File: config.mk
export PLATFORM = sky130hd
export DESIGN_NAME = pdseq_top
export DESIGN_NICKNAME = d
export VERILOG_FILES = /design/src/rtl/pdseq_pkg.sv /design/src/rtl/pdseq_regs.sv /design/src/rtl/pdseq_timer.sv /design/src/rtl/pdseq_fsm.sv /design/src/rtl/pdseq_top.sv
export SDC_FILE = /design/constraint.sdc
export NUM_CORES = 1
export LEC_CHECK = 0
export ABC_AREA = 1
export BUFFER_PORTS_ARGS = -buffer_cell sky130_fd_sc_hd__buf_4
export CAP_MARGIN = 20
export CORE_MARGIN = 3
export CORE_UTILIZATION = 30
export CTS_CLUSTER_SIZE = 16
export DETAILED_ROUTE_END_ITERATION = 12
export MAX_ROUTING_LAYER = met4
export PLACE_DENSITY_LB_ADDON = 0.05
export SLEW_MARGIN = 10
export SYNTH_ARGS = -nofsm -noshare
export SYNTH_HDL_FRONTEND = slang
export SYNTH_SLANG_ARGS = --single-unit
File: constraint.sdc
create_clock -name clk -period 1.75 [get_ports clk]
set_clock_uncertainty 0.1 [all_clocks]
set_input_delay 0.0875 -clock clk [delete_from_list [all_inputs] [get_ports clk]]
set_output_delay 0.0875 -clock clk [all_outputs]
set_load 0.05 [all_outputs]
File: src/rtl/pdseq_pkg.sv
package pdseq_pkg;
  localparam int unsigned CFG_W = 5;

  typedef enum logic [1:0] {
    ST_RUN        = 2'd0,
    ST_WAIT_ENTRY = 2'd1,
    ST_DOWN       = 2'd2,
    ST_SETTLE     = 2'd3
  } pd_state_t;

  // Packed MSB first: wake_flag is bit 4, pd_req is bit 0.
  typedef struct packed {
    logic wake_flag;
    logic irq_en;
    logic long_dly;
    logic entry_ok;
    logic pd_req;
  } pd_cfg_t;
endpackage

File: src/rtl/pdseq_regs.sv
module pdseq_regs
  import pdseq_pkg::*;
(
  input  logic             clk,
  input  logic             rst_n,
  input  logic             wr_en,
  input  logic [CFG_W-1:0] wr_data,
  input  logic             wake_evt,
  output pd_cfg_t          cfg
);
  pd_cfg_t wd;
  assign wd = pd_cfg_t'(wr_data);

  always_ff @(posedge clk or negedge rst_n) begin
    if (!rst_n) begin
      cfg <= '0;
    end else begin
      if (wr_en) begin
        cfg.pd_req   <= wd.pd_req;
        cfg.entry_ok <= wd.entry_ok;
        cfg.long_dly <= wd.long_dly;
        cfg.irq_en   <= wd.irq_en;
        if (wd.wake_flag) cfg.wake_flag <= 1'b0;
      end
      // A hardware event wins over a software write in the same cycle.
      if (wake_evt) begin
        cfg.pd_req    <= 1'b0;
        cfg.wake_flag <= 1'b1;
      end
    end
  end

  assert_flag_set_R7: assert property (@(posedge clk) disable iff (!rst_n)
    wake_evt |=> (cfg.wake_flag && !cfg.pd_req));

  assert_w1c_R8: assert property (@(posedge clk) disable iff (!rst_n)
    (wr_en && wd.wake_flag && !wake_evt) |=> !cfg.wake_flag);

  assert_w0_keeps_R8: assert property (@(posedge clk) disable iff (!rst_n)
    (wr_en && !wd.wake_flag && cfg.wake_flag) |=> cfg.wake_flag);
endmodule

File: src/rtl/pdseq_timer.sv
module pdseq_timer #(
  parameter int unsigned SHORT_CYC = 60,
  parameter int unsigned LONG_CYC  = 200,
  localparam int unsigned MAX_CYC  = (LONG_CYC > SHORT_CYC) ? LONG_CYC : SHORT_CYC,
  localparam int unsigned CW       = $clog2(MAX_CYC + 1)
) (
  input  logic clk,
  input  logic rst_n,
  input  logic load,
  input  logic long_sel,
  input  logic run,
  output logic done
);
  logic [CW-1:0] cnt;

  always_ff @(posedge clk or negedge rst_n) begin
    if (!rst_n) begin
      cnt <= '0;
    end else if (load) begin
      cnt <= long_sel ? CW'(LONG_CYC - 1) : CW'(SHORT_CYC - 1);
    end else if (run && cnt != '0) begin
      cnt <= cnt - 1'b1;
    end
  end

  assign done = (cnt == '0);

  assert_no_restart_R10: assert property (@(posedge clk) disable iff (!rst_n)
    (run && !load && cnt != '0) |=> (cnt == $past(cnt) - 1'b1));

  assert_load_value_R5: assert property (@(posedge clk) disable iff (!rst_n)
    load |=> (cnt == (long_sel_q ? CW'(LONG_CYC - 1) : CW'(SHORT_CYC - 1))));

  // Checker-side copy of the select sampled with the load.
  logic long_sel_q;
  always_ff @(posedge clk or negedge rst_n) begin
    if (!rst_n) long_sel_q <= 1'b0;
    else if (load) long_sel_q <= long_sel;
  end
endmodule

File: src/rtl/pdseq_fsm.sv
module pdseq_fsm
  import pdseq_pkg::*;
(
  input  logic      clk,
  input  logic      rst_n,
  input  logic      pd_req,
  input  logic      entry_ok,
  input  logic      cpu_idle,
  input  logic      any_wake,
  input  logic      settle_done,
  output pd_state_t state,
  output logic      wake_evt,
  output logic      settle_run
);
  pd_state_t nxt;
  logic      armed;

  assign armed = pd_req && entry_ok;

  always_comb begin
    nxt = state;
    unique case (state)
      ST_RUN:        if (armed) nxt = ST_WAIT_ENTRY;
      ST_WAIT_ENTRY: if (!armed) nxt = ST_RUN;
                     else if (cpu_idle) nxt = ST_DOWN;
      ST_DOWN:       if (any_wake) nxt = ST_SETTLE;
      ST_SETTLE:     if (settle_done) nxt = ST_RUN;
      default:       nxt = ST_RUN;
    endcase
  end

  always_ff @(posedge clk or negedge rst_n) begin
    if (!rst_n) state <= ST_RUN;
    else        state <= nxt;
  end

  assign wake_evt   = (state == ST_DOWN) && any_wake;
  assign settle_run = (state == ST_SETTLE);

  assert_entry_qualified_R2: assert property (@(posedge clk) disable iff (!rst_n)
    (state != ST_DOWN) ##1 (state == ST_DOWN) |-> $past(cpu_idle && pd_req && entry_ok));

  assert_no_entry_unpermitted_R3: assert property (@(posedge clk) disable iff (!rst_n)
    (state != ST_DOWN && !entry_ok) |=> (state != ST_DOWN));

  assert_wake_exit_R4: assert property (@(posedge clk) disable iff (!rst_n)
    (state == ST_DOWN && any_wake) |=> (state == ST_SETTLE));

  assert_stay_down_R4: assert property (@(posedge clk) disable iff (!rst_n)
    (state == ST_DOWN && !any_wake) |=> (state == ST_DOWN));
endmodule

File: src/rtl/pdseq_top.sv
module pdseq_top
  import pdseq_pkg::*;
#(
  parameter int unsigned REF_HZ   = 1_000_000,
  parameter int unsigned SHORT_US = 60,
  parameter int unsigned LONG_US  = 200,
  localparam int unsigned SHORT_CYC = (REF_HZ / 1000) * SHORT_US / 1000,
  localparam int unsigned LONG_CYC  = (REF_HZ / 1000) * LONG_US / 1000
) (
  input  logic             clk,
  input  logic             rst_n,
  input  logic             cfg_wr_en,
  input  logic [CFG_W-1:0] cfg_wr_data,
  output logic [CFG_W-1:0] cfg_rd_data,
  input  logic             cpu_idle,
  input  logic             wake_gpio,
  input  logic             wake_wdt,
  input  logic             wake_rtc,
  output logic             sys_clk_en,
  output logic             pd_active,
  output logic             wake_irq
);
  pd_cfg_t   cfg;
  pd_state_t state;
  logic      wake_evt;
  logic      settle_run;
  logic      settle_done;
  logic      any_wake;

  assign any_wake = wake_gpio | wake_wdt | wake_rtc;

  pdseq_regs u_regs (
    .clk      (clk),
    .rst_n    (rst_n),
    .wr_en    (cfg_wr_en),
    .wr_data  (cfg_wr_data),
    .wake_evt (wake_evt),
    .cfg      (cfg)
  );

  pdseq_fsm u_fsm (
    .clk         (clk),
    .rst_n       (rst_n),
    .pd_req      (cfg.pd_req),
    .entry_ok    (cfg.entry_ok),
    .cpu_idle    (cpu_idle),
    .any_wake    (any_wake),
    .settle_done (settle_done),
    .state       (state),
    .wake_evt    (wake_evt),
    .settle_run  (settle_run)
  );

  pdseq_timer #(
    .SHORT_CYC (SHORT_CYC),
    .LONG_CYC  (LONG_CYC)
  ) u_timer (
    .clk      (clk),
    .rst_n    (rst_n),
    .load     (wake_evt),
    .long_sel (cfg.long_dly),
    .run      (settle_run),
    .done     (settle_done)
  );

  assign cfg_rd_data = cfg;
  assign pd_active   = (state == ST_DOWN);
  assign sys_clk_en  = (state == ST_RUN) || (state == ST_WAIT_ENTRY);
  assign wake_irq    = cfg.wake_flag && cfg.irq_en;

  initial begin
    assert_cycles_nonzero_R5: assert (SHORT_CYC >= 1 && LONG_CYC >= 1);
  end

  assert_gated_after_wake_R6: assert property (@(posedge clk) disable iff (!rst_n)
    wake_evt |=> !sys_clk_en);

  assert_irq_drops_on_clear_R9: assert property (@(posedge clk) disable iff (!rst_n)
    (cfg_wr_en && cfg_wr_data[4] && !wake_evt) |=> !wake_irq);

  assert_no_reentry_R7: assert property (@(posedge clk) disable iff (!rst_n)
    (settle_run && settle_done) |=> !pd_active);
endmodule

; Word-level counts from Yosys, hierarchy flattened
; Index checks and enable logic that the tools add are counted.
[word_totals]
inputBits = 12
regBits = 15
[op_classes]
bitwise = 2
n_eq_ne = 7
muxes = 13
n_reduce_logical = 13
add_sub_neg = 1
[ops]
columns = cell, count
row1 = 2-to-1 mux 8 bit, 3
row2 = 2-to-1 mux 2 bit, 5
row3 = logical NOT 8 bit, 1
row4 = one-hot mux 2 bit (4 select lines), 1
row5 = nonzero test 8 bit, 1
row6 = "subtractor 8 x 1 -> 8 bit, second input constant", 1
row7 = nonzero test 2 bit, 3
row8 = 2-to-1 mux 5 bit, 1
row9 = "== test 2 bit, second input constant", 2
row10 = logical AND 1 bit, 4
row11 = "inequality test 2 x 1 -> 1 bit, second input constant", 2
row12 = AND reduction 4 bit, 1
row13 = 2-to-1 mux 1 bit, 3
row14 = "inequality test 3 bit, second input constant", 1
row15 = "== test 2 x 1 -> 1 bit, second input constant", 1
row16 = logical NOT 2 bit, 1
row17 = "inequality test 2 bit, second input constant", 1
row18 = OR 1 bit, 2
row19 = AND reduction 2 bit, 1
row20 = logical OR 1 bit, 1

; Depth between registers and ports, before layout
; Gate-level depths: netlist of the first run.
[logic_depth]
word_depth = 5
depth_mapped = 8

; Modules after synthesis
; Synthesis of the first run repeated with hierarchy kept, for this count alone.
[unflattened]
cells_unflattened = 129
hier_area_um2 = 1011.0
[by_module_without_submodules]
columns = module, cells_each, area_each_um2, instances
row1 = pdseq_timer, 77, 613.1, 1
row2 = pdseq_regs, 23, 207.7, 1
row3 = pdseq_fsm, 22, 161.4, 1
row4 = pdseq_top, 7, 28.8, 1

; Worst setup path after synthesis of the first run
; OpenSTA, ideal clock, no wires.
[synth_timing]
path_type = reg-to-reg
from = register with a tool-made name
to = register u_fsm.state[0]
arrival_time_ps = 1376
setup_ps = 68
slack_ps = 207
required_time_ps = 1582
synth_period_minus_slack_ps = 1543
path_stages_with_launch = 8
path_cell_list = dfrtp_1 inv_2 nor2_4 nand3_1 nand2_2 nor2_1 nand3_1 nor2b_4
[synth_lines]
columns = element, line
row1 = "end signal, assigned", pdseq_fsm.sv:34  ; else state <= nxt;
row2 = "end, declared", pdseq_fsm.sv:11  ; output pd_state_t state,

; Worst setup path in the final report of the first run
[layout_timing]
from = register u_timer.cnt[1]
to = register u_timer.cnt[0]
[layout_between]
elab_chain_len = 3
[layout_lines]
columns = element, line
row1 = "start, declared", pdseq_timer.sv:14  ; logic [CW-1:0] cnt;
row2 = "start signal, assigned", pdseq_timer.sv:20  ; cnt <= long_sel ? CW'(LONG_CYC - 1) : CW'(SHORT_CYC - 1);
row3 = "start signal, assigned", pdseq_timer.sv:22  ; cnt <= cnt - 1'b1;
row4 = nonzero test 8 bit, pdseq_timer.sv:21  ; end else if (run && cnt != '0) begin
row5 = logical AND 1 bit, pdseq_timer.sv:21
row6 = nonzero test 2 bit (no line), --
; No other way between the ends.
; A chain may end at the register's enable or synchronous reset.

==> run_results.csv, run 1 <==
group,metric,value,unit
placement,hpwl,1590,um
logic_synthesis,yosys.area_share.simple,40.9,%
placement,post-place-ws,0.156,ns
routing,wl_per_cell,10.7,um
logic_synthesis,synth-seq-cells,15,
timing,max_slew.worst_pin.slew,0.293,ns
floorplan,core.rowCount,19,
critical_path,crit_arrival,1.65,ns
floorplan,die_area,3870,um^2
logic_synthesis,seq_area_frac_synth,39.6,%
logic_synthesis,syn_nets,141,
critical_path,cp-start-kind,"flop",
logic_synthesis,synth_cells,127,
finish,nets,172,
placement,port-buffer-count,19,
finish,antennaDiodeCount,0,
timing,hold_viol_final,1,
finish,drive_gt1_share,21.0,%
global_route,grt_max_degree,16,
pwr,p_per_area,1430,nW/um^2
global_route,antenna_found_initial,0,
logic_synthesis,synth_top_cell_area_share,39.6,%
logic_synthesis,synth.avg_cell_area,7.47,um^2
floorplan,die_w,62.2,um
global_route,gr-usage-met1,14.3,%
routing,dr.pass1.iters,4,
cts,cts_sinks,15,
cts,cts-buffers-inserted,3,
placement,gpl.final_weighted_congestion,0.780,
timing,setup_slack,0.185,ns
timing,max_slew_margin,80.4,%
pwr,ir_drop,0.636,mV
timing,fin_setup_tns,0,ns
critical_path,cp.required,1.83,ns
timing,finalCritPeriodShare,89.4,%
critical_path,rr_worst_depth,7,
cts,clockBufferDepth,2,
cts,cts_tree,"yes",
logic_synthesis,synth_xor_area_share,1.85,%
logic_synthesis,mappedNetlistArea,948,um^2
routing,drc,0,
cts,ctsResizeCount,0,
critical_path,critPathCaptureType,"flop",
finish,final_cell_mix,"41 x nand2_1, 20 x buf_4, 18 x nand3_1",
cts,clk_latency,0.28,ns
finish,final.fill_count,295,
logic_synthesis,synth_top_cell_by_area,"dfrtp_1",
logic_synthesis,synth_cell_types,22,
cts,post_cts_buffers,0,
min_path,hold_path.class,"in -> reg",
timing,slew_viol_final,0,
global_route,grt_usage,12.2,%
finish,multiInputGateArea,490,um^2
routing,routed_wl,2140,um
cts,htree_num_levels,1,
logic_synthesis,ys_top_cells_by_area,"dfrtp_1 40%, nand2_1 16%, nand3_1 9.5%, nor2_1 5.1%, inv_1 4.7%",
timing,holdWs,-0.00751,ns
floorplan,die_y,62.2,um
cts,clk_pin_slew_worst_paths,0.10,ns
routing,ant_nets,0,
floorplan,core,2880,um^2
global_route,globalRouteMet2Util,20.4,%
critical_path,path_class,"reg -> reg",
timing,fmax,639,MHz
global_route,grt_remaining_overflow,0,
pwr,power.leakage,0.656,nW
logic_synthesis,ys_warn_count,0,
logic_synthesis,synth_top_family_by_area,"simple AND/OR/NAND/NOR gates",
status,violations,"hold timing",
timing,rsz0062_at_grt,"no",
finish,ff_latch_area,375,um^2
timing,setup_violations,0,
min_path,min_path_cells,5,
global_route,grt_pass1_vias,868,
floorplan,initial_core_util,33.0,%
global_route,globalRouteMet3Util,2.70,%
critical_path,path_max_fanout,10,
pwr,p_total,1.78,mW
finish,final_common_cell,"nand2_1",
status,run_status,"complete, but fails checks",
global_route,grt_pass1_wl,3730,um
global_route,grt-busiest-layer,"met2",
cts,cts-root-buf,"clkbuf_4",
routing,vias_per_cell,4.42,
logic_synthesis,synth_fa_ha_area_share,2.64,%
routing,drt_iter0_markers,13,
routing,via_count,880,
finish,area_growth,31.1,%
run,cap_violations,0,
floorplan,ioPinCount,20,
logic_synthesis,muxShareOfSynthArea,0,%
timing,period_needed,1.56,ns
logic_synthesis,synth_compound_area_share,6.33,%
==> synthesized netlist by cell type <==
cell type  number
nor2_1         13
nor2b_4         1
nor2_4          2
nand2_2         2
buf_4           3
inv_2           1
o21ai_2         1
o21ai_0         4
buf_6           1
dfrtp_1        15
ha_1            2
nor3_1          1
a21boi_0        1
nand3_1        18
nand2_4         2
nand4_1         2
o21bai_4        1
nand2_1        41
or2_0           1
o21ai_1         1
xor2_1          2
inv_1          12
==> per-layer routing <==
| layer | part of all wire, % | up-vias |
|---|---|---|
| met5 | 0 | - |
| met4 | 1.3 | 0 |
| met3 | 5.1 | 4 |
| met2 | 45 | 23 |
| met1 | 48 | 391 |
| li1 | - | 462 |
==> where the power goes <==
part / internal (mW) / switching, mW
Combinational: 0.366 / 0.601
Clock: 0.0884 / 0.117
Sequential: 0.466 / 0.139
==> area by class of cell <==
type,instances,share of cell area [%]
multi-input cells,95,39.4
inverters,13,3.92
repair buffers,30,20.1
clock buffers,4,2.11
flip-flops and latches,15,30.2
well taps,42,4.23
==> final timing paths <==
| kind | from | end | slack, ns |
|---|---|---|---|
| worst max register to register | u_timer.cnt[1] | u_timer.cnt[0] | 0.19 |
| max in group asynchronous | rst_n | u_timer.cnt[3] | 1.28 |
| worst min-delay path | cfg_wr_data[0] | u_regs.cfg[0] | -0.008 |
| worst max-delay path | u_timer.cnt[1] | u_timer.cnt[0] | 0.19 |
| min in group asynchronous | rst_n | u_timer.cnt[2] | 0.09 |
| worst min register to register | u_regs.cfg[4] | u_regs.cfg[4] | 0.41 |
==> logic make-up after synthesis <==
logic type | after synthesis
AOI/OAI and AO/OA | 8
xor gates and xnor gates | 2
adders and majority gates | 2
buffers and inverters | 17
DFF | 15
and+or+nand+nor | 83
==> sequential cells by signal, summed over array words and instances, names as in the netlist, named ones only <==
signal / count
u_timer.cnt: 8
u_fsm.state: 1
u_regs.cfg: 5
==> metrics by stage <==
stage	instances	hold slack, ns	area [um^2]	util (%)
after floorplan	127	-0.308	948	-
after global placement	185	-0.139	1120	38.8
after detailed placement	185	-0.136	1120	38.8
after CTS	199	0.00266	1240	43.2
after global routing	199	0.0257	1240	43.2
final	199	-0.00751	1240	43.2
==> repair_timing <==
| action | CTS | global route |
|---|---|---|
| setup endpoints to repair | 0 | 1 |
| endpoints found under the hold margin | 19 | 0 |
| hold buffers | 10 | 0 |
==> worst max-delay path, cell delays in order (launching register included) <==
cell      delay (ns)
dfrtp_1         0.39
inv_1           0.12
ha_1            0.16
nand3_1         0.12
o21bai_4        0.28
nand2_4         0.13
nor2_1          0.11
nor2_1          0.05
No activity file was read; power rests on OpenSTA's default activity.
==> inputs of run 2 (changes only) <==
- HOLD_SLACK_MARGIN: not set -> 0.12
==> run 2 against run 1 <==
Net effect: the run now ends clean; die area is the same; count of clock-buffer cells in the layout did not move; total power up 0.34%; sequential power barely moved; final cell count rose by 1.5%; register-to-register slack about the same; critical endpoint unchanged; non-clock buffer count up 3; clock power hardly changed; critical path type unchanged.
==> run_results.csv, run 2 (same netlist as run 1, synthesis figures left out) <==
group,metric,value,unit
critical_path,path_max_fanout,10,
cts,clk_pin_slew_worst_paths,0.10,ns
placement,gpl.final_weighted_congestion,0.780,
critical_path,cp-start-kind,"flop",
routing,drc,0,
timing,setup_violations,0,
floorplan,core,2880,um^2
placement,dpl_cell_area,1120,um^2
global_route,grt_usage,12.3,%
finish,final_cell_mix,"41 x nand2_1, 20 x buf_4, 18 x nand3_1",
floorplan,die_area,3870,um^2
placement,hpwl,1590,um
routing,dr.pass1.iters,2,
finish,antennaDiodeCount,0,
floorplan,die_w,62.2,um
min_path,hold-path-endpoint,"u_fsm.state[0]",
timing,slew_viol_final,0,
floorplan,core.rowCount,19,
finish,nets,175,
routing,vias_per_cell,4.40,
routing,route.met3.wl,106,um
critical_path,regToRegStartpoint,"u_timer.cnt[1]",
finish,top_register,"u_timer.cnt",
critical_path,path_class,"reg -> reg",
critical_path,crit_arrival,1.64,ns
run,cap_violations,0,
critical_path,path_common_cell,"nor2_1",
routing,drt-met1-wl,1050,um
critical_path,worstPathBufferInverterCount,1,
critical_path,critical-path-max-stage-delay,0.39,ns
routing,highest_layer,"met4",
cts,ctsResizeCount,0,
pwr,p_per_area,1400,nW/um^2
routing,drt_iter0_markers,11,
routing,via_count,888,
routing,routed_wl,2190,um
routing,dr_wl_met2,1010,um
critical_path,critPathTopFamily,"simple AND/OR/NAND/NOR gates",
timing,finalCritPeriodShare,88.9,%
global_route,grt_pass1_vias,888,
timing,hold_viol_final,0,
cts,clockBufferDepth,2,
status,run_status,"completed",
critical_path,critPathCaptureType,"flop",
timing,fmax,643,MHz
finish,largest_register_ffs,8,
finish,stdcell_area,1270,um^2
critical_path,r2r_slack,0.20,ns
placement,port-buffer-count,19,
cts,cts_sinks,15,
cts,clk_latency,0.28,ns
routing,ant_nets,0,
pwr,ir_drop,0.636,mV
finish,drive_gt1_share,20.6,%
finish,reg_top3,"u_timer.cnt x8, u_regs.cfg x5, u_fsm.state x1",
timing,max_slew_margin,50.4,%
timing,rsz0062_at_grt,"no",
global_route,grt_pass1_wl,3780,um
floorplan,die_y,62.2,um
min_path,min_from,"wake_rtc",
finish,area_growth,34.3,%
critical_path,crit_chain,"inv_1 > ha_1 > nand3_1 > o21bai_4 > nand2_4 > nor2_1 > nor2_1",
critical_path,rr_worst_depth,7,
cts,htree_num_levels,1,
cts,cts_tree,"yes",
timing,period_needed,1.55,ns
timing,fin_setup_tns,0,ns
cts,cts-buffers-inserted,3,
pwr,power.leakage,0.667,nW
finish,final_common_cell,"nand2_1",
floorplan,initial_core_util,33.0,%
cts,cts-root-buf,"clkbuf_4",
floorplan,ioPinCount,20,
global_route,grt_max_degree,16,
global_route,antenna_found_initial,0,
min_path,min_path_cells,5,
global_route,grt_remaining_overflow,0,
cts,post_cts_buffers,0,
critical_path,crit_path_top_delay_cell,"dfrtp_1",
routing,wl_per_cell,10.8,um
timing,max_slew.worst_pin.slew,0.741,ns
critical_path,r2r-end,"u_timer.cnt[0]",
critical_path,cp.required,1.83,ns
min_path,hold_path.class,"in -> reg",
==> run 2: cell count changes in the layout (fill, tap and decap cells not counted) <==
cell,before,now
dlygate4sd3_1,10,13
==> run 2: layout make-up <==
type,instances,area (um^2)
multi-input cells,95,490
clock buffers,4,26.3
flip-flops and latches,15,375
fillers,289,1600
well taps,42,52.6
inverters,13,48.8
repair buffers,33,280
==> run 2: power by group <==
part / switching, mW / internal [mW] / leakage (nW)
Clock: 0.118 / 0.0884 / 0.0150
Sequential: 0.139 / 0.466 / 0.188
Combinational: 0.601 / 0.370 / 0.465
Total: 0.859 / 0.925 / 0.667
==> run 2: worst max path at each step <==
stage | startpoint | end | slack, ns | cells after the start
6_report | u_timer.cnt[1] | u_timer.cnt[0] | 0.20 | 7
3_3_place_gp | u_timer.cnt[0] | u_timer.cnt[4] | 0.15 | 8
4_1_cts | u_timer.cnt[1] | u_timer.cnt[0] | 0.14 | 7
2_1_floorplan | flop | u_fsm.state[0] | 0.21 | 7
5_1_grt | u_timer.cnt[1] | u_timer.cnt[7] | 0.006 | 7
3_5_place_dp | u_timer.cnt[1] | u_timer.cnt[6] | 0.16 | 7
==> run 2: through the flow <==
step / hold slack (ns) / power, mW / setup slack (ns) / utilization [%] / std cells
floorplan: -0.308 / 1.34 / 0.207 / - / 127
global placement: -0.139 / 1.57 / 0.150 / 38.8 / 185
detailed placement: -0.136 / 1.57 / 0.156 / 38.8 / 185
CTS: 0.125 / 1.80 / 0.140 / 44.3 / 202
global route: 0.143 / 1.96 / 0.00581 / 44.3 / 202
finish: 0.111 / 1.78 / 0.195 / 44.3 / 202
==> run 2: routing by layer <==
metal,vias up,track usage (%)
li1,469,-
met1,396,14.4
met2,21,20.8
met3,2,2.70
met4,0,4.42
met5,-,-
==> run 2: what timing repair did <==
action	CTS	global route
endpoints found under the hold margin	20	0
endpoints found under the setup margin	0	1
hold buffers	13	0
==> run 2: worst reg2reg max path: cells and delay by family, from the launching register on <==
kind / cells / cell delay (ns)
AND/OR/NAND/NOR: 4 / 0.41
flip-flops: 1 / 0.39
AO/OA/AOI/OAI: 1 / 0.28
adder cells (fa/ha/maj): 1 / 0.16
buffers and inverters: 1 / 0.12
==> inputs of run 3 (changes only) <==
- ABC_AREA: 1 -> 0
==> run 3 against run 2 <==
Net effect: sequential power increased by 4.8%; die area is 8.4% lower; utilization up 9.6 points; critical endpoint is now u_timer.cnt[3]; highest routed layer unchanged; largest cell class unchanged; synthesized cell count fell by 32%; the run now ends with setup timing left; count of clock-buffer cells in the layout stayed put; routed wire length is 12% higher; critical path depth fell by 3; via count is 1.2% higher; area after synthesis down 9.2%; sequential cell count did not move; critical path type unchanged.
==> run_results.csv, run 3 <==
group,metric,value,unit
routing,routed_wl,2460,um
critical_path,critPathCaptureType,"flop",
logic_synthesis,synth_top_cell_by_area,"dfrtp_1",
cts,clk_pin_slew_worst_paths,0.10,ns
routing,drt_iter0_markers,42,
cts,htree_num_levels,1,
timing,setup_violations,1,
cts,cts-root-buf,"clkbuf_4",
floorplan,die_w,59.6,um
logic_synthesis,synth.avg_cell_area,10.0,um^2
timing,finalCritPeriodShare,103,%
routing,ant_nets,0,
logic_synthesis,ys_top_cells_by_count,"15 x dfrtp_1, 6 x a21oi_1, 6 x inv_1, 6 x nand2_1, 6 x nor3_1",
finish,nets,155,
min_path,hold_path.class,"in -> reg",
routing,drc,0,
floorplan,ioPinCount,20,
logic_synthesis,synth_most_common_cell,"dfrtp_1",
finish,drive_gt1_share,41.4,%
finish,final_common_cell,"buf_4",
logic_synthesis,mappedNetlistArea,861,um^2
cts,cts_sinks,15,
critical_path,crit_arrival,1.88,ns
status,violations,"setup timing",
logic_synthesis,synth_top_cell_area_share,43.6,%
critical_path,cp.required,1.82,ns
timing,max_slew_margin,51.5,%
floorplan,core,2590,um^2
timing,fmax,553,MHz
critical_path,path_class,"reg -> reg",
finish,stdcell_area,1400,um^2
timing,setup_slack,-0.0587,ns
pwr,power.leakage,0.633,nW
finish,layout.cells.non_filler,170,
run,cap_violations,0,
cts,cts-buffers-inserted,3,
critical_path,path_max_fanout,3,
min_path,hold-path-endpoint,"u_regs.cfg[4]",
critical_path,r2r_slack,-0.06,ns
global_route,grt_pass1_vias,820,
pwr,ir_drop,1.02,mV
logic_synthesis,seq_area_frac_synth,43.6,%
finish,reg_top3,"u_timer.cnt x8, u_regs.cfg x5, u_fsm.state x1",
global_route,grt_max_degree,16,
logic_synthesis,synth_cell_types,34,
logic_synthesis,synth_flop_cell,"dfrtp_1",
timing,rsz0062_at_grt,"yes",
logic_synthesis,synth_cells,86,
routing,via_count,899,
placement,port-buffer-count,19,
finish,area_growth,62.2,%
logic_synthesis,ys_top_cells_by_area,"dfrtp_1 44%, mux2_2 3.9%, a21oi_1 3.5%, nor3_1 3.5%, o311ai_4 3.1%",
timing,slew_viol_final,0,
logic_synthesis,synth_edf_count,0,
pwr,p_per_area,1540,nW/um^2
placement,placed_cells,149,
global_route,antenna_found_initial,0,
cts,clockBufferDepth,2,
logic_synthesis,ys_warn_count,0,
global_route,grt_pass1_wl,3760,um
logic_synthesis,synth-seq-cells,15,
placement,hpwl,1640,um
cts,cts_tree,"yes",
cts,clk_latency,0.28,ns
floorplan,die_area,3550,um^2
global_route,grt_remaining_overflow,0,
global_route,grt_usage,14.5,%
critical_path,r2r-end,"u_timer.cnt[3]",
placement,dpl_cell_area,1150,um^2
critical_path,cp-start-kind,"flop",
routing,dr.pass1.iters,4,
placement,gpl.final_weighted_congestion,0.819,
critical_path,regToRegStartpoint,"u_timer.cnt[6]",
timing,holdWs,0.204,ns
timing,period_needed,1.81,ns
timing,hold_viol_final,0,
min_path,min_path_cells,4,
floorplan,initial_core_util,33.2,%
finish,final.fill_count,229,
floorplan,core.rowCount,18,
routing,vias_per_cell,5.29,
timing,fin_setup_tns,-0.0587,ns
status,run_status,"complete, but fails checks",
critical_path,rr_worst_depth,4,
finish,antennaDiodeCount,0,
timing,max_slew.worst_pin.slew,0.725,ns
floorplan,die_y,59.6,um
finish,top_register,"u_timer.cnt",
logic_synthesis,async_flop_share,100,%
finish,final_cell_mix,"38 x buf_4, 15 x dlygate4sd3_1, 14 x dfrtp_1",
finish,post-route-util,53.9,%
routing,wl_per_cell,14.5,um
min_path,min_from,"wake_wdt",
logic_synthesis,syn_nets,100,
finish,largest_register_ffs,8,
run 3: cell types whose count changed in the layout (fill, tap and decap cells not counted), sizes merged, moves of 3 or more:
cell | before | now
a21oi | 0 | 7
inv | 13 | 6
nand3 | 18 | 2
nand2b | 0 | 3
nor2 | 15 | 2
nand2 | 45 | 6
buf | 20 | 38
mux2 | 0 | 3
nor3 | 1 | 6
run 3: worst max-delay path by stage:
stage	startpoint	endpoint	slack, ns	cells past startpoint
2_1_floorplan	u_timer.cnt[6]	u_timer.cnt[3]	-0.002	4
3_3_place_gp	u_timer.cnt[6]	u_timer.cnt[3]	-0.06	4
3_5_place_dp	u_timer.cnt[6]	u_timer.cnt[3]	-0.05	4
4_1_cts	u_timer.cnt[6]	u_timer.cnt[3]	-0.06	4
5_1_grt	u_timer.cnt[6]	u_timer.cnt[3]	-0.10	4
6_report	u_timer.cnt[6]	u_timer.cnt[3]	-0.06	4
run 3: repair_timing:
action                     4_1_cts  5_1_grt
buffers inserted                 0        1
setup endpoints to repair        2        9
gates resized for setup          2        9
pin swaps                        0        1
hold endpoints to repair        22        0
hold buffers                    15        0
cloned                           0        1
run 3: final cells by class:
type                    instances  area [um^2]  area share [%]
well taps                      30         37.5            2.69
flip-flops and latches         15          377            27.0
multi-input cells              62          498            35.7
clock buffers                   4         26.3            1.88
repair buffers                 53          435            31.2
inverters                       6         22.5            1.61
run 3: routing by layer:
layer	vias to the layer above	global-route usage (%)	part of all wire, %
met4	0	5.70	1.7
met5	-	-	0
met1	422	17.9	43
met2	33	23.2	49
met3	4	2.83	7.0
li1	440	-	-
run 3: kinds of logic after synthesis:
group           Yosys count  synth area share [%]
compound gates           28                  24.4
simple gates             27                  17.4
flops                    15                  43.6
buf+inv                  10                  6.54
mux                       4                  5.09
fa+ha+maj                 2                  2.91
run 3: critical path: stages (launching register included):
cell	delay [ns]
dfrtp_1	0.39
or4_4	0.58
o311ai_4	0.28
nor3_2	0.08
a211o_1	0.28
run 3: metrics by stage:
step | power [mW] | setup slack, ns
3_5_place_dp | 1.78 | -0.0478
6_report | 2.15 | -0.0587
2_1_floorplan | 1.31 | -0.00241
5_1_grt | 2.31 | -0.103
3_3_place_gp | 1.78 | -0.0573
4_1_cts | 2.05 | -0.0625
run 3: report_power, final:
| group | total [mW] | leakage (nW) | switching, mW | internal [mW] |
|---|---|---|---|---|
| logic | 1.31 | 0.441 | 0.695 | 0.613 |
| registers | 0.634 | 0.177 | 0.146 | 0.488 |
| clock network | 0.205 | 0.0150 | 0.116 | 0.0884 |
